`src/rtl/xfl_pkg.sv`:
```
package xfl_pkg;
    localparam int REG_W   = 32;
    localparam int CNT_W   = 7;
    localparam int SO_BIT  = 31;
    localparam int OV_BIT  = 30;
    localparam int CA_BIT  = 29;

    typedef enum logic [2:0] {
        CLS_OTHER = 3'd0,
        CLS_ADD   = 3'd1,
        CLS_ADDC  = 3'd2,
        CLS_MUL   = 3'd3,
        CLS_DIV   = 3'd4,
        CLS_SRA   = 3'd5,
        CLS_CMP   = 3'd6,
        CLS_RSV   = 3'd7
    } op_cls_e;

    typedef struct packed {
        logic             so;
        logic             ov;
        logic             ca;
        logic [CNT_W-1:0] cnt;
        logic             cvld;
        logic [3:0]       cond;
    } xfl_state_t;
endpackage

```
`src/rtl/xfl_ovf_calc.sv`:
```
module xfl_ovf_calc
    import xfl_pkg::*;
#(
    parameter int DW = 32
) (
    input  logic [2:0]    op_class,
    input  logic          ovf_en,
    input  logic          is_signed,
    input  logic [DW-1:0] opnd_a,
    input  logic [DW-1:0] opnd_b,
    input  logic          msb_cin,
    input  logic          msb_cout,
    output logic          ov_wr,
    output logic          ov_val
);
    localparam int PW = 2 * DW;
    localparam logic [DW-1:0] MOST_NEG = {1'b1, {(DW-1){1'b0}}};

    logic [PW-1:0] prod_d;
    logic [DW:0]   prod_hi_d;
    logic          mul_ovf_d;
    logic          div_ovf_d;

    always_comb begin
        prod_d    = {{DW{opnd_a[DW-1]}}, opnd_a} * {{DW{opnd_b[DW-1]}}, opnd_b};
        prod_hi_d = prod_d[PW-1:DW-1];
        mul_ovf_d = !((&prod_hi_d) || !(|prod_hi_d));
        div_ovf_d = (opnd_b == '0) ||
                    (is_signed && opnd_a == MOST_NEG && opnd_b == '1);
        ov_wr  = 1'b0;
        ov_val = 1'b0;
        if (ovf_en) begin
            case (op_class)
                CLS_ADD, CLS_ADDC: begin ov_wr = 1'b1; ov_val = msb_cin ^ msb_cout; end
                CLS_MUL:           begin ov_wr = 1'b1; ov_val = mul_ovf_d; end
                CLS_DIV:           begin ov_wr = 1'b1; ov_val = div_ovf_d; end
                default:           begin ov_wr = 1'b0; ov_val = 1'b0; end
            endcase
        end
    end
endmodule

```
`src/rtl/xfl_carry_calc.sv`:
```
module xfl_carry_calc
    import xfl_pkg::*;
#(
    parameter int DW = 32
) (
    input  logic [2:0]    op_class,
    input  logic [DW-1:0] opnd_a,
    input  logic [DW-1:0] opnd_b,
    input  logic          msb_cout,
    output logic          ca_wr,
    output logic          ca_val
);
    localparam int SHW = $clog2(DW) + 1;

    logic [SHW-1:0] amt_d;
    logic [DW-1:0]  lost_mask_d;
    logic           lost_one_d;

    always_comb begin
        amt_d = opnd_b[SHW-1:0];
        if (int'(amt_d) >= DW) lost_mask_d = '1;
        else                   lost_mask_d = (DW'(1) << amt_d) - DW'(1);
        lost_one_d = |(opnd_a & lost_mask_d);
        case (op_class)
            CLS_ADDC: begin ca_wr = 1'b1; ca_val = msb_cout; end
            CLS_SRA:  begin ca_wr = 1'b1; ca_val = opnd_a[DW-1] && lost_one_d; end
            default:  begin ca_wr = 1'b0; ca_val = 1'b0; end
        endcase
    end
endmodule

```
`src/rtl/xfl_cond_gen.sv`:
```
module xfl_cond_gen
    import xfl_pkg::*;
#(
    parameter int DW = 32
) (
    input  logic [2:0]    op_class,
    input  logic          is_signed,
    input  logic [DW-1:0] opnd_a,
    input  logic [DW-1:0] opnd_b,
    input  logic [DW-1:0] result,
    input  logic          so_after,
    output logic [3:0]    cond
);
    logic lt_d, gt_d, eq_d;

    always_comb begin
        if (op_class == CLS_CMP) begin
            eq_d = (opnd_a == opnd_b);
            if (is_signed) lt_d = $signed(opnd_a) < $signed(opnd_b);
            else           lt_d = opnd_a < opnd_b;
        end else begin
            eq_d = (result == '0);
            lt_d = result[DW-1];
        end
        gt_d = !lt_d && !eq_d;
        cond = {lt_d, gt_d, eq_d, so_after};
    end
endmodule

```
`src/rtl/xfl_flags.sv`:
```
module xfl_flags
    import xfl_pkg::*;
#(
    parameter int DW = 32
) (
    input  logic          clk,
    input  logic          rst_n,
    input  logic          op_valid,
    input  logic [2:0]    op_class,
    input  logic          ovf_en,
    input  logic          rec_en,
    input  logic          is_signed,
    input  logic [DW-1:0] opnd_a,
    input  logic [DW-1:0] opnd_b,
    input  logic [DW-1:0] result,
    input  logic          msb_cin,
    input  logic          msb_cout,
    input  logic          sw_wr,
    input  logic [31:0]   sw_data,
    input  logic          mv_req,
    output logic [3:0]    mv_data,
    output logic [31:0]   flags_word,
    output logic          cond_vld,
    output logic [3:0]    cond_field
);
    logic       ov_wr, ov_val, ca_wr, ca_val;
    logic       so_after_op;
    logic [3:0] cond_new;
    xfl_state_t st_d, st_q;

    xfl_ovf_calc #(.DW(DW)) u_ovf (
        .op_class(op_class), .ovf_en(ovf_en), .is_signed(is_signed),
        .opnd_a(opnd_a), .opnd_b(opnd_b), .msb_cin(msb_cin),
        .msb_cout(msb_cout), .ov_wr(ov_wr), .ov_val(ov_val)
    );

    xfl_carry_calc #(.DW(DW)) u_carry (
        .op_class(op_class), .opnd_a(opnd_a), .opnd_b(opnd_b),
        .msb_cout(msb_cout), .ca_wr(ca_wr), .ca_val(ca_val)
    );

    xfl_cond_gen #(.DW(DW)) u_cond (
        .op_class(op_class), .is_signed(is_signed), .opnd_a(opnd_a),
        .opnd_b(opnd_b), .result(result), .so_after(so_after_op),
        .cond(cond_new)
    );

    always_comb begin
        st_d      = st_q;
        st_d.cvld = 1'b0;
        so_after_op = st_q.so || (op_valid && ov_wr && ov_val);
        if (op_valid) begin
            if (ov_wr) st_d.ov = ov_val;
            if (ca_wr) st_d.ca = ca_val;
            st_d.so = so_after_op;
            if (rec_en) begin
                st_d.cvld = 1'b1;
                st_d.cond = cond_new;
            end
        end
        if (mv_req) begin
            st_d.so = 1'b0;
            st_d.ov = 1'b0;
            st_d.ca = 1'b0;
        end
        if (sw_wr) begin
            st_d.so  = sw_data[SO_BIT];
            st_d.ov  = sw_data[OV_BIT];
            st_d.ca  = sw_data[CA_BIT];
            st_d.cnt = sw_data[CNT_W-1:0];
        end
    end

    always_ff @(posedge clk) begin
        if (!rst_n) st_q <= '0;
        else        st_q <= st_d;
    end

    always_comb begin
        flags_word              = '0;
        flags_word[SO_BIT]      = st_q.so;
        flags_word[OV_BIT]      = st_q.ov;
        flags_word[CA_BIT]      = st_q.ca;
        flags_word[CNT_W-1:0]   = st_q.cnt;
        mv_data    = {st_q.so, st_q.ov, st_q.ca, 1'b0};
        cond_vld   = st_q.cvld;
        cond_field = st_q.cond;
    end

    // summary overflow only drops through write or clear
    a_r1_so_sticky: assert property (@(posedge clk) disable iff (!rst_n)
        (flags_word[SO_BIT] && !sw_wr && !mv_req) |=> flags_word[SO_BIT]);

    // compare leaves all flags alone
    a_r7_cmp_keeps_flags: assert property (@(posedge clk) disable iff (!rst_n)
        (op_valid && op_class == CLS_CMP && !sw_wr && !mv_req)
        |=> $stable(flags_word[SO_BIT:CA_BIT]));

    // exactly one relation bit in a recorded field
    a_r8_cond_one_hot: assert property (@(posedge clk) disable iff (!rst_n)
        cond_vld |-> ($countones(cond_field[3:1]) == 1));

    // a software write lands exactly with reserved bits zero
    a_r10_sw_write: assert property (@(posedge clk) disable iff (!rst_n)
        sw_wr |=> flags_word == ($past(sw_data) & 32'hE000_007F));

    // copy-and-clear empties the three flags
    a_r11_clear: assert property (@(posedge clk) disable iff (!rst_n)
        (mv_req && !sw_wr) |=> (flags_word[SO_BIT:CA_BIT] == 3'b000));

    // zero divisor with overflow enable raises overflow and summary
    a_r4_div_by_zero: assert property (@(posedge clk) disable iff (!rst_n)
        (op_valid && op_class == CLS_DIV && ovf_en && opnd_b == '0 && !sw_wr && !mv_req)
        |=> (flags_word[OV_BIT] && flags_word[SO_BIT]));
endmodule

```
`config.mk`:
```
export PLATFORM = sky130hd
export DESIGN_NAME = xfl_flags
export DESIGN_NICKNAME = d
export VERILOG_FILES = /design/src/rtl/xfl_pkg.sv /design/src/rtl/xfl_ovf_calc.sv /design/src/rtl/xfl_carry_calc.sv /design/src/rtl/xfl_cond_gen.sv /design/src/rtl/xfl_flags.sv
export SDC_FILE = /design/constraint.sdc
export NUM_CORES = 2
export LEC_CHECK = 0
export BUFFER_PORTS_ARGS = -buffer_cell sky130_fd_sc_hd__buf_2
export CAP_MARGIN = 20
export CORE_UTILIZATION = 30
export CTS_CLUSTER_DIAMETER = 40
export DETAILED_ROUTE_END_ITERATION = 8
export SLEW_MARGIN = 20
export SYNTH_ARGS = -nofsm -noshare
export SYNTH_HDL_FRONTEND = slang
export SYNTH_SLANG_ARGS = --single-unit
```
`constraint.sdc`:
```
create_clock -name clk -period 12.6 [get_ports clk]
set_input_delay 1.26 -clock clk [delete_from_list [all_inputs] [get_ports clk]]
set_output_delay 1.26 -clock clk [all_outputs]
set_load 0.005 [all_outputs]
```
==> results.sh <==
export IMPL_status="completed"
export IMPL_hold_buffers=0
export IMPL_worst_slew_pin_slew_ns=1.14
export IMPL_clk_latency_ns=0.24
export IMPL_coreArea_sq_um=128000
export IMPL_clk_path_buf_depth=2
export IMPL_synth_common_cells="1081 x fa_1, 779 x inv_1, 638 x nand2_1, 396 x and2_1, 244 x ha_1"
export IMPL_wl_um=119000
export IMPL_max_stage_delay_ns=0.91
export IMPL_cp_data_required_time_ns=12.74
export IMPL_grt_max_degree=51
export IMPL_synth_area_leaders="fa_1 56%, ha_1 7.9%, inv_1 7.6%"
export IMPL_avgSynthCellArea_sq_um=9.24
export IMPL_clock_sinks=15
export IMPL_h_tree_depth=1
export IMPL_drv_cap=0
export IMPL_fp_row_count=131
export IMPL_drt_iter0_markers=2520
export IMPL_gp_congestion=0.970
export IMPL_syn2layout_area_growth_pct=5.58
export IMPL_viasPerCell=5.05
export IMPL_finalSetupTns_ns=0
export IMPL_ff2ff_path_depth=3
export IMPL_rsz0062_at_grt="false"
export IMPL_synth_edf_count=0
export IMPL_crit_fanout=13
export IMPL_netlist_instances=4189
export IMPL_layout_nets=5608
export IMPL_ys_seq_area_share_pct=0.775
export IMPL_cts_reportedPaths_clkPinSlew_ns=0.05
export IMPL_arrival_ns=11.33
export IMPL_grt_pass1_vias=31567
export IMPL_dp_hpwl_um=95700
export IMPL_cts_root_buf="clkbuf_16"
export IMPL_grt_pass1_wl_um=190000
export IMPL_io_buffers=136
export IMPL_die_h_um=361
export IMPL_dr_total_vias=29284
export IMPL_cts_resized=0
export IMPL_slew_headroom_pct=23.8
export IMPL_initial_utilization_pct=30.3
export IMPL_ant_nets=0
export IMPL_yosysTopAreaCellShare_pct=55.9
export IMPL_die_area_sq_um=131000
export IMPL_fin_crit_sh_pct=88.8
export IMPL_setup_viol=0
export IMPL_post_route_drc_count=0
export IMPL_synth_most_common_cell="fa_1"
export IMPL_hp_class="reg2reg"
export IMPL_hold_depth=2
export IMPL_synth_ff_type="dfxtp_1"
export IMPL_critPathSlowestCell="fa_1"
export IMPL_yosysTopAreaCell="fa_1"
export IMPL_ys_warn_count=0
export IMPL_max_freq_ghz=0.0893
export IMPL_cts_tree="yes"
export IMPL_hold_viol_final=0
export IMPL_wl_per_cell_um=20.5
export IMPL_io_pins=182
export IMPL_final_min_clock_period_ns=11.19
export IMPL_track_usage_pct=18.8
export IMPL_die_x_um=361
export IMPL_clock_skew_ns=0.0000105
export IMPL_syn_area_sq_um=38700
export IMPL_postCtsSetupBuffers=0
export IMPL_crit_path_end_kind="flip-flop"
export IMPL_cts_buffers=3
export IMPL_synthDistinctLibCells=87
export IMPL_slew_viol_final=0
export IMPL_path_common_cell="fa_1"
export IMPL_grt_overflow=0
export IMPL_n_fill_cell=13442
export IMPL_drt_pass1_iterations=6
export IMPL_synth_seq_cells=15
export IMPL_criticalPathCategory="in2reg"
export IMPL_antenna_found_initial=14
export IMPL_drive_gt1_share_pct=5.48
export IMPL_critPathLaunchType="input port"
export IMPL_async_flop_share_pct=0
## layer usage
metal / track usage [%] / vias to the layer above / wire length [um]
li1: - / 12458 / -
met2: 30.2 / 1112 / 55100
met3: 2.22 / 133 / 8660
met1: 27.2 / 15579 / 52600
met4: 3.62 / 2 / 2690
met5: 0 / - / 13
## registers in the layout, summed over array words and instances (netlist names)
name and count:
cond_field 4, flags_word 10, cond_vld 1
## logic make-up after synthesis
group                    Yosys count  share of synthesized area, %
multiplexers                      14                         0.368
adder cells (fa/ha/maj)         1325                          63.8
AO/OA/AOI/OAI                    339                          5.62
flip-flops                        15                         0.775
AND/OR/NAND/NOR                 1398                          17.7
XOR/XNOR                          50                          1.13
buffers and inverters           1047                          10.6
other                              1                       0.00968
## worst max-delay path: cells and delay by family
kind	cells	cell delay, ns
adders and majority gates	9	4.99
AOI/OAI and AO/OA	7	1.98
buffers and inverters	8	1.55
and+or+nand+nor	5	1.33
xor gates and xnor gates	1	0.18
## cell type report
type	instances	area, sq um	area share, %
antenna	1	2.50	0.00612
sequential	15	300	0.734
inverter	782	2940	7.18
timing repair buffer	191	1100	2.68
multi-input combinational	3149	34400	84.1
tap	1662	2080	5.09
clock inverter	1	5.00	0.0122
clock buffer	3	75.1	0.184
## per-stage QoR
stage / util, % / hold WS, ns / cell area, sq um / std cells / worst slack (ns)
2_1_floorplan: - / 0.466 / 38800 / 4211 / 2.31
3_3_place_gp: 31.9 / 0.454 / 40800 / 5799 / 1.22
3_5_place_dp: 31.9 / 0.472 / 40800 / 5799 / 1.26
4_1_cts: 32.0 / 0.480 / 40900 / 5803 / 1.49
5_1_grt: 32.0 / 0.503 / 40900 / 5804 / 0.816
6_report: 32.0 / 0.481 / 40900 / 5804 / 1.41
## worst paths after layout
path,startpoint,to,slack (ns)
hold reg to reg,cond_field[3],cond_field[3],0.48
setup reg to reg,flags_word[31],flags_word[31],11.61
setup / recovery,opnd_a[31],flags_word[31],1.41
hold / removal,cond_field[3],cond_field[3],0.48
## cells in the final DEF (no fill, tap or decap), types with 13 or more instances in the layout
cell type	count
a211oi_1	14
a21o_1	28
a21oi_1	105
and2_1	396
buf_2	135
buf_4	56
conb_1	23
dfxtp_1	15
fa_1	1081
ha_1	244
inv_1	779
nand2_1	638
nand2b_1	31
nand3_1	25
nand4_1	49
nor2_1	128
nor2b_1	13
nor3_1	30
nor4_1	37
o21ai_0	75
xnor2_1	34
xor2_1	16
Power is not shown: default switching activity piles up to over one toggle a cycle in this logic, so the estimate is an artifact.
